===== src/rtl/psac_pkg.sv =====
package psac_pkg;

  // Master attribute modes, two bits per master slot
  typedef enum logic [1:0] {
    MST_FIX_NORMAL = 2'b00,
    MST_FIX_SECURE = 2'b01,
    MST_PASS       = 2'b10,
    MST_RESERVED   = 2'b11
  } mst_mode_e;

  // Configuration word indices
  localparam logic [1:0] WORD_PERI = 2'd0;
  localparam logic [1:0] WORD_MST  = 2'd1;
  localparam logic [1:0] WORD_LOCK = 2'd2;

  // Strobes from control to datapath
  typedef struct packed {
    logic wrPeri;
    logic wrMst;
    logic wrLock;
    logic cfgRead;   // return configuration readback
    logic zeroData;  // force read data to zero
  } psac_strobe_t;

endpackage


===== src/rtl/psac_ctrl.sv =====
module psac_ctrl
  import psac_pkg::*;
#(
  parameter int NUM_PERIPH = 8
) (
  input  logic                  clk,
  input  logic                  rstN,
  input  logic [NUM_PERIPH-1:0] pSel,
  input  logic                  cfgSel,
  input  logic                  pEnable,
  input  logic                  pWrite,
  input  logic                  pNonSecure,
  input  logic [1:0]            pAddrWord,
  input  logic [NUM_PERIPH-1:0] periMask,
  input  logic                  lockQ,
  input  logic [NUM_PERIPH-1:0] periReady,
  output logic [NUM_PERIPH-1:0] periSel,
  output logic                  pReady,
  output logic                  pSlvErr,
  output psac_strobe_t          strb
);

  logic hitProtected;
  logic blocked;
  logic cfgDenied;
  logic cfgWriteOk;
  logic periAccess;

  // All-or-nothing check on the selected slot
  assign hitProtected = |(pSel & periMask);
  assign blocked      = pNonSecure & hitProtected;
  assign cfgDenied    = cfgSel & pNonSecure;
  assign periAccess   = |pSel;

  // A blocked request never reaches the peripheral
  assign periSel = blocked ? '0 : pSel;

  assign cfgWriteOk = cfgSel & pEnable & pWrite & ~pNonSecure & ~lockQ;

  always_comb begin
    strb          = '0;
    strb.wrPeri   = cfgWriteOk & (pAddrWord == WORD_PERI);
    strb.wrMst    = cfgWriteOk & (pAddrWord == WORD_MST);
    strb.wrLock   = cfgWriteOk & (pAddrWord == WORD_LOCK);
    strb.cfgRead  = cfgSel;
    strb.zeroData = cfgDenied | blocked;
  end

  always_comb begin
    pReady  = 1'b0;
    pSlvErr = 1'b0;
    if (pEnable) begin
      if (cfgSel) begin
        pReady  = 1'b1;
        pSlvErr = pNonSecure;
      end else if (periAccess) begin
        if (blocked) begin
          pReady  = 1'b1;
          pSlvErr = 1'b1;
        end else begin
          pReady  = |(pSel & periReady);
        end
      end
    end
  end

  // Bus contract: at most one peripheral selected
  p_sel_onehot_r3: assert property (@(posedge clk) disable iff (!rstN)
    $onehot0(pSel));

  // Normal access to a secure-only slot answers at once with an error and no select
  p_block_resp_r2: assert property (@(posedge clk) disable iff (!rstN)
    (pEnable && pNonSecure && |(pSel & periMask)) |-> (pReady && pSlvErr && periSel == '0));

  // Permitted access passes the select through
  p_pass_sel_r3: assert property (@(posedge clk) disable iff (!rstN)
    (!pNonSecure) |-> (periSel == pSel));

  // Configuration access never waits
  p_cfg_nowait_r8: assert property (@(posedge clk) disable iff (!rstN)
    (cfgSel && pEnable) |-> pReady);

  // Normal-world configuration access produces no write strobe
  p_cfg_nowrite_r4: assert property (@(posedge clk) disable iff (!rstN)
    (cfgSel && pNonSecure) |-> !(strb.wrPeri || strb.wrMst || strb.wrLock));

endmodule


===== src/rtl/psac_datapath.sv =====
module psac_datapath
  import psac_pkg::*;
#(
  parameter int NUM_PERIPH = 8,
  parameter int NUM_MST    = 4,
  parameter int DATA_W     = 32,
  parameter int CFG_W      = 8
) (
  input  logic                         clk,
  input  logic                         rstN,
  input  psac_strobe_t                 strb,
  input  logic [CFG_W-1:0]             pWdataLow,
  input  logic [1:0]                   pAddrWord,
  input  logic [NUM_PERIPH-1:0]        periSel,
  input  logic [NUM_PERIPH*DATA_W-1:0] periRdata,
  input  logic [NUM_MST-1:0]           mstNsIn,
  output logic [NUM_PERIPH-1:0]        periMask,
  output logic                         lockQ,
  output logic [NUM_MST-1:0]           mstNonSecure,
  output logic [DATA_W-1:0]            pRdata
);

  localparam int MST_BITS = 2 * NUM_MST;

  logic [NUM_MST-1:0][1:0] mstMode;
  logic [DATA_W-1:0]       cfgWord;
  logic [DATA_W-1:0]       periWord;

  // Configuration registers: secure-only and fixed-normal out of reset
  always_ff @(posedge clk or negedge rstN) begin
    if (!rstN) begin
      periMask <= '1;
      mstMode  <= '0;
      lockQ    <= 1'b0;
    end else begin
      if (strb.wrPeri) periMask <= pWdataLow[NUM_PERIPH-1:0];
      if (strb.wrMst)  mstMode  <= pWdataLow[MST_BITS-1:0];
      if (strb.wrLock) lockQ    <= lockQ | pWdataLow[0];
    end
  end

  // Master attribute generation
  for (genvar m = 0; m < NUM_MST; m++) begin : g_mst
    always_comb begin
      unique case (mst_mode_e'(mstMode[m]))
        MST_FIX_SECURE: mstNonSecure[m] = 1'b0;
        MST_PASS:       mstNonSecure[m] = mstNsIn[m];
        default:        mstNonSecure[m] = 1'b1;
      endcase
    end
  end

  // Configuration readback
  always_comb begin
    cfgWord = '0;
    case (pAddrWord)
      WORD_PERI: cfgWord[NUM_PERIPH-1:0] = periMask;
      WORD_MST:  cfgWord[MST_BITS-1:0]   = mstMode;
      WORD_LOCK: cfgWord[0]              = lockQ;
      default:   cfgWord                 = '0;
    endcase
  end

  // Peripheral read data selected by the gated select
  always_comb begin
    periWord = '0;
    for (int i = 0; i < NUM_PERIPH; i++) begin
      if (periSel[i]) periWord = periRdata[i*DATA_W +: DATA_W];
    end
  end

  assign pRdata = strb.zeroData ? '0 : (strb.cfgRead ? cfgWord : periWord);

  // Lock is sticky until reset
  p_lock_sticky_r7: assert property (@(posedge clk) disable iff (!rstN)
    lockQ |=> lockQ);

  // Locked settings do not move
  p_frozen_r7: assert property (@(posedge clk) disable iff (!rstN)
    lockQ |=> ($stable(periMask) && $stable(mstMode)));

  // Fixed-secure master never reports normal
  p_fix_secure_r6: assert property (@(posedge clk) disable iff (!rstN)
    (mstMode[0] == 2'b01) |-> !mstNonSecure[0]);

endmodule


===== src/rtl/psac_top.sv =====
module psac_top
  import psac_pkg::*;
#(
  parameter int NUM_PERIPH = 8,
  parameter int NUM_MST    = 4,
  parameter int DATA_W     = 32,
  localparam int CFG_W     = (NUM_PERIPH > 2*NUM_MST) ? NUM_PERIPH : 2*NUM_MST
) (
  input  logic                         clk,
  input  logic                         rstN,
  input  logic [NUM_PERIPH-1:0]        pSel,
  input  logic                         cfgSel,
  input  logic                         pEnable,
  input  logic                         pWrite,
  input  logic                         pNonSecure,
  input  logic [1:0]                   pAddrWord,
  input  logic [CFG_W-1:0]             pWdataLow,
  output logic [DATA_W-1:0]            pRdata,
  output logic                         pReady,
  output logic                         pSlvErr,
  output logic [NUM_PERIPH-1:0]        periSel,
  input  logic [NUM_PERIPH-1:0]        periReady,
  input  logic [NUM_PERIPH*DATA_W-1:0] periRdata,
  input  logic [NUM_MST-1:0]           mstNsIn,
  output logic [NUM_MST-1:0]           mstNonSecure
);

  psac_strobe_t          strb;
  logic [NUM_PERIPH-1:0] periMask;
  logic                  lockQ;

  psac_ctrl #(.NUM_PERIPH(NUM_PERIPH)) u_ctrl (
    .clk(clk), .rstN(rstN), .pSel(pSel), .cfgSel(cfgSel), .pEnable(pEnable),
    .pWrite(pWrite), .pNonSecure(pNonSecure), .pAddrWord(pAddrWord),
    .periMask(periMask), .lockQ(lockQ), .periReady(periReady),
    .periSel(periSel), .pReady(pReady), .pSlvErr(pSlvErr), .strb(strb)
  );

  psac_datapath #(
    .NUM_PERIPH(NUM_PERIPH), .NUM_MST(NUM_MST), .DATA_W(DATA_W), .CFG_W(CFG_W)
  ) u_dp (
    .clk(clk), .rstN(rstN), .strb(strb), .pWdataLow(pWdataLow),
    .pAddrWord(pAddrWord), .periSel(periSel), .periRdata(periRdata),
    .mstNsIn(mstNsIn), .periMask(periMask), .lockQ(lockQ),
    .mstNonSecure(mstNonSecure), .pRdata(pRdata)
  );

endmodule


===== config.mk =====
export PLATFORM = sky130hd
export DESIGN_NAME = psac_top
export DESIGN_NICKNAME = d
export VERILOG_FILES = /design/src/rtl/psac_pkg.sv /design/src/rtl/psac_ctrl.sv /design/src/rtl/psac_datapath.sv /design/src/rtl/psac_top.sv
export SDC_FILE = /design/constraint.sdc
export NUM_CORES = 1
export LEC_CHECK = 0
export BUFFER_PORTS_ARGS = -buffer_cell sky130_fd_sc_hd__buf_4
export CAP_MARGIN = 20
export CELL_PAD_IN_SITES_DETAIL_PLACEMENT = 0
export CELL_PAD_IN_SITES_GLOBAL_PLACEMENT = 1
export CORE_AREA = 2 2 131 133
export CTS_BUF_LIST = sky130_fd_sc_hd__clkbuf_2 sky130_fd_sc_hd__clkbuf_4 sky130_fd_sc_hd__clkbuf_8
export CTS_CLUSTER_DIAMETER = 40
export DETAILED_ROUTE_END_ITERATION = 16
export DIE_AREA = 0 0 133 135
export PLACE_DENSITY = 0.82
export SLEW_MARGIN = 20
export SYNTH_ARGS = -nofsm -noshare
export SYNTH_HDL_FRONTEND = slang
export SYNTH_HIERARCHICAL = 1
export SYNTH_SLANG_ARGS = --single-unit

===== constraint.sdc =====
create_clock -name clk -period 5.35 [get_ports clk]
set_clock_uncertainty 0.15 [all_clocks]
set_input_delay 0.535 -clock clk [delete_from_list [all_inputs] [get_ports clk]]
set_output_delay 0.535 -clock clk [all_outputs]
set_load 0.05 [all_outputs]

==> out/results.ini <==
[synthesis]
synth_cells=399
ys_ff_latch=17
ys_types=44
syn_nets=691
ys_async_sr_fraction_pct=100
ys.flop_type=dfrtp_1
yosys-top-cells-area=a221oi_1 (16%), o22ai_2 (7.4%), dfrtp_1 (7.0%), dfstp_2 (6.6%), o31a_1 (6.3%)
synth_area_um2=3200
synth-edff-count=0
yosysMostFrequentCell=a221oi_1
synth.avg_cell_area_um2=8.02
synthTopCellsByCount=a221oi_1 (57), nor2b_1 (32), clkbuf_1 (26)
yosysTopAreaCellShare_pct=15.6
yosys_warnings=6
yosysTopAreaCell=a221oi_1
seq_area_frac_synth_pct=13.6

[run_status]
status=complete, no violations

[place]
io_buffer_count=337
routabilityCongestion=0.798
place_area_um2=5840
place_ws_ns=0.894
dp.final_hpwl_um=16400

[cts]
clockBufferDepth=2
hold_buffers=1
cts.clk_slew.worst_paths_ns=0.06
postCtsSetupBuffers=0
clockRootBuffer=clkbuf_8
post_cts_resized=0
cts-buffers-inserted=3
clock-sinks=17
h-tree-depth=1
clock_latency_ns=0.24
tritoncts=done

[sta]
setup_viol_count_final=0
rsz0062_at_grt=false
report.final.slew_viol_count=0
fin_crit_sh_pct=83.1
worstMarginPinSlew_ns=0.998
setup_tns_ns=0
timing.fmax_ghz=0.225
timing.slew.headroom_pct=33.2
final_hold_viol_count=0
period_needed_ns=4.45
layout_setup_ws_ns=0.903

[layout]
syn2layout_area_growth_pct=84.3
fin_area_um2=5900
fill_cells=1788
drive_gt1_share_pct=58.0
nets=993

[routing]
vias=4844
drc=0
dr.pass1.iters=4
postRouteAntennaNets=0
viasPerCell=5.26
postRouteWirelength_um=20600
wire_per_inst_um=22.4
drt_iter0_markers=162

[setup_path]
endpoint_kind=output pin
crit_arrival_ns=3.76
r2r_slack_ns=3.52
worst_setup_path_start_kind=input port
worstPathMaxFanout=35
cp.required_ns=4.66
critical_path_class=in2out

[power_and_ir_drop]
clock_power_share_pct=8.2
vdd_drop_max_v=0.000164
power_density_nw_per_um2=203
p_sw_mw=0.596
p_comb_share_pct=76.1
leakagePower_nw=2.67
internal_power_mw=0.603
swShare_pct=49.7
power_mw=1.20
seq_power_share_pct=15.7

[floorplanning]
num_io_pins=338
fp.dieW_um=133
coreArea_um2=16400
rows=47
die_y_um=135
die_area_um2=18000
start_util_pct=19.5

[grt]
overflow=0
antenna_found_initial=3
grt_pass1_vias=4875
grt_first_pass_wirelength_um=29200
groute.usage.overall_pct=21.4
grt_max_degree=49

[run]
maxCapViolations=0

[min_path]
hold_path.class=reg2reg

==> kinds of logic (layout without fill, tap and decap cells) <==
family | Yosys count | count (layout) | synth area share, %
muxes | 28 | 28 | 9.38
buffers and inverters | 60 | 361 | 9.30
AOI/OAI and AO/OA | 214 | 214 | 52.5
DFF | 17 | 17 | 13.6
and+or+nand+nor | 80 | 80 | 15.2
other | 0 | 1 | 0
==> power by group through the flow <==
| stage | clock network, mW | registers [mW] | logic, mW |
|---|---|---|---|
| 5_1_grt | 0.106 | 0.193 | 0.974 |
| 4_1_cts | 0.101 | 0.188 | 0.918 |
| 2_1_floorplan | 0 | 0.180 | 0.550 |
| 6_report | 0.0983 | 0.189 | 0.912 |
| 3_5_place_dp | 0 | 0.190 | 0.916 |
| 3_3_place_gp | 0 | 0.189 | 0.911 |
==> worst paths after layout <==
kind / start / endpoint / depth (start not counted)
min in group asynchronous: rstN / u_dp/mstMode[1] / 2
max in group asynchronous: rstN / u_dp/periMask[2] / 2
worst min-delay path: u_dp/lockQ / u_dp/lockQ / 1
worst min register to register: u_dp/lockQ / u_dp/lockQ / 1
worst max register to register: u_dp/lockQ / u_dp/mstMode[7] / 4
worst max-delay path: pSel[5] / pRdata[3] / 9
==> worst max-delay path, cell delays in order <==
cell	delay (ns)
buf_4	0.12
a22o_1	0.23
o41ai_2	0.78
and2_2	0.81
nor2b_4	0.33
a221oi_1	0.40
o311ai_1	0.11
and3_1	0.21
buf_4	0.18
==> placed cells by master, fill, tap and decap left out, types with 2 or more instances in the layout <==
cell,count
a21oi_1,20
a221oi_1,57
a22o_1,5
a22oi_1,23
and2_1,4
and2_2,4
and3_1,7
buf_4,349
clkbuf_8,3
dfrtp_1,9
dfstp_2,8
inv_1,7
mux2_2,16
mux2i_1,12
nand2_1,6
nand3b_1,2
nor2_1,5
nor2b_1,30
nor2b_2,2
nor3_1,7
nor4b_1,2
o21ai_0,11
o21ai_1,23
o22ai_1,12
o22ai_2,19
o311ai_1,7
o31a_1,23
o31ai_1,7
or2_1,3
==> per-layer routing <==
layer	GRT usage, %	wire (um)
met3	5.89	1920
met4	6.75	602
met1	23.6	7690
met5	0	19
met2	39.8	10400
==> per-stage QoR <==
step / instances / hold slack, ns / util (%)
floorplan: 399 / 0.0894 / -
global placement: 915 / 0.256 / 35.6
detailed placement: 915 / 0.258 / 35.6
CTS: 920 / 0.340 / 36.0
global route: 921 / 0.362 / 36.0
finish: 921 / 0.346 / 36.0
==> final cells by class <==
cell class                      instances  area, um^2  area share [%]
Timing Repair Buffer                  350        2630            44.6
Tap cell                              220         275            4.66
Sequential cell                        17         435            7.38
Antenna cell                            1        2.50          0.0424
Multi-Input combinational cell        322        2480            42.1
Inverter                                7        26.3           0.445
Clock buffer                            4        48.8           0.827
==> registers in the layout, summed over array words and instances (netlist names) <==
signal         count
u_dp/periMask      8
u_dp/mstMode       8
u_dp/lockQ         1
Power figures use the tool's default switching activity.
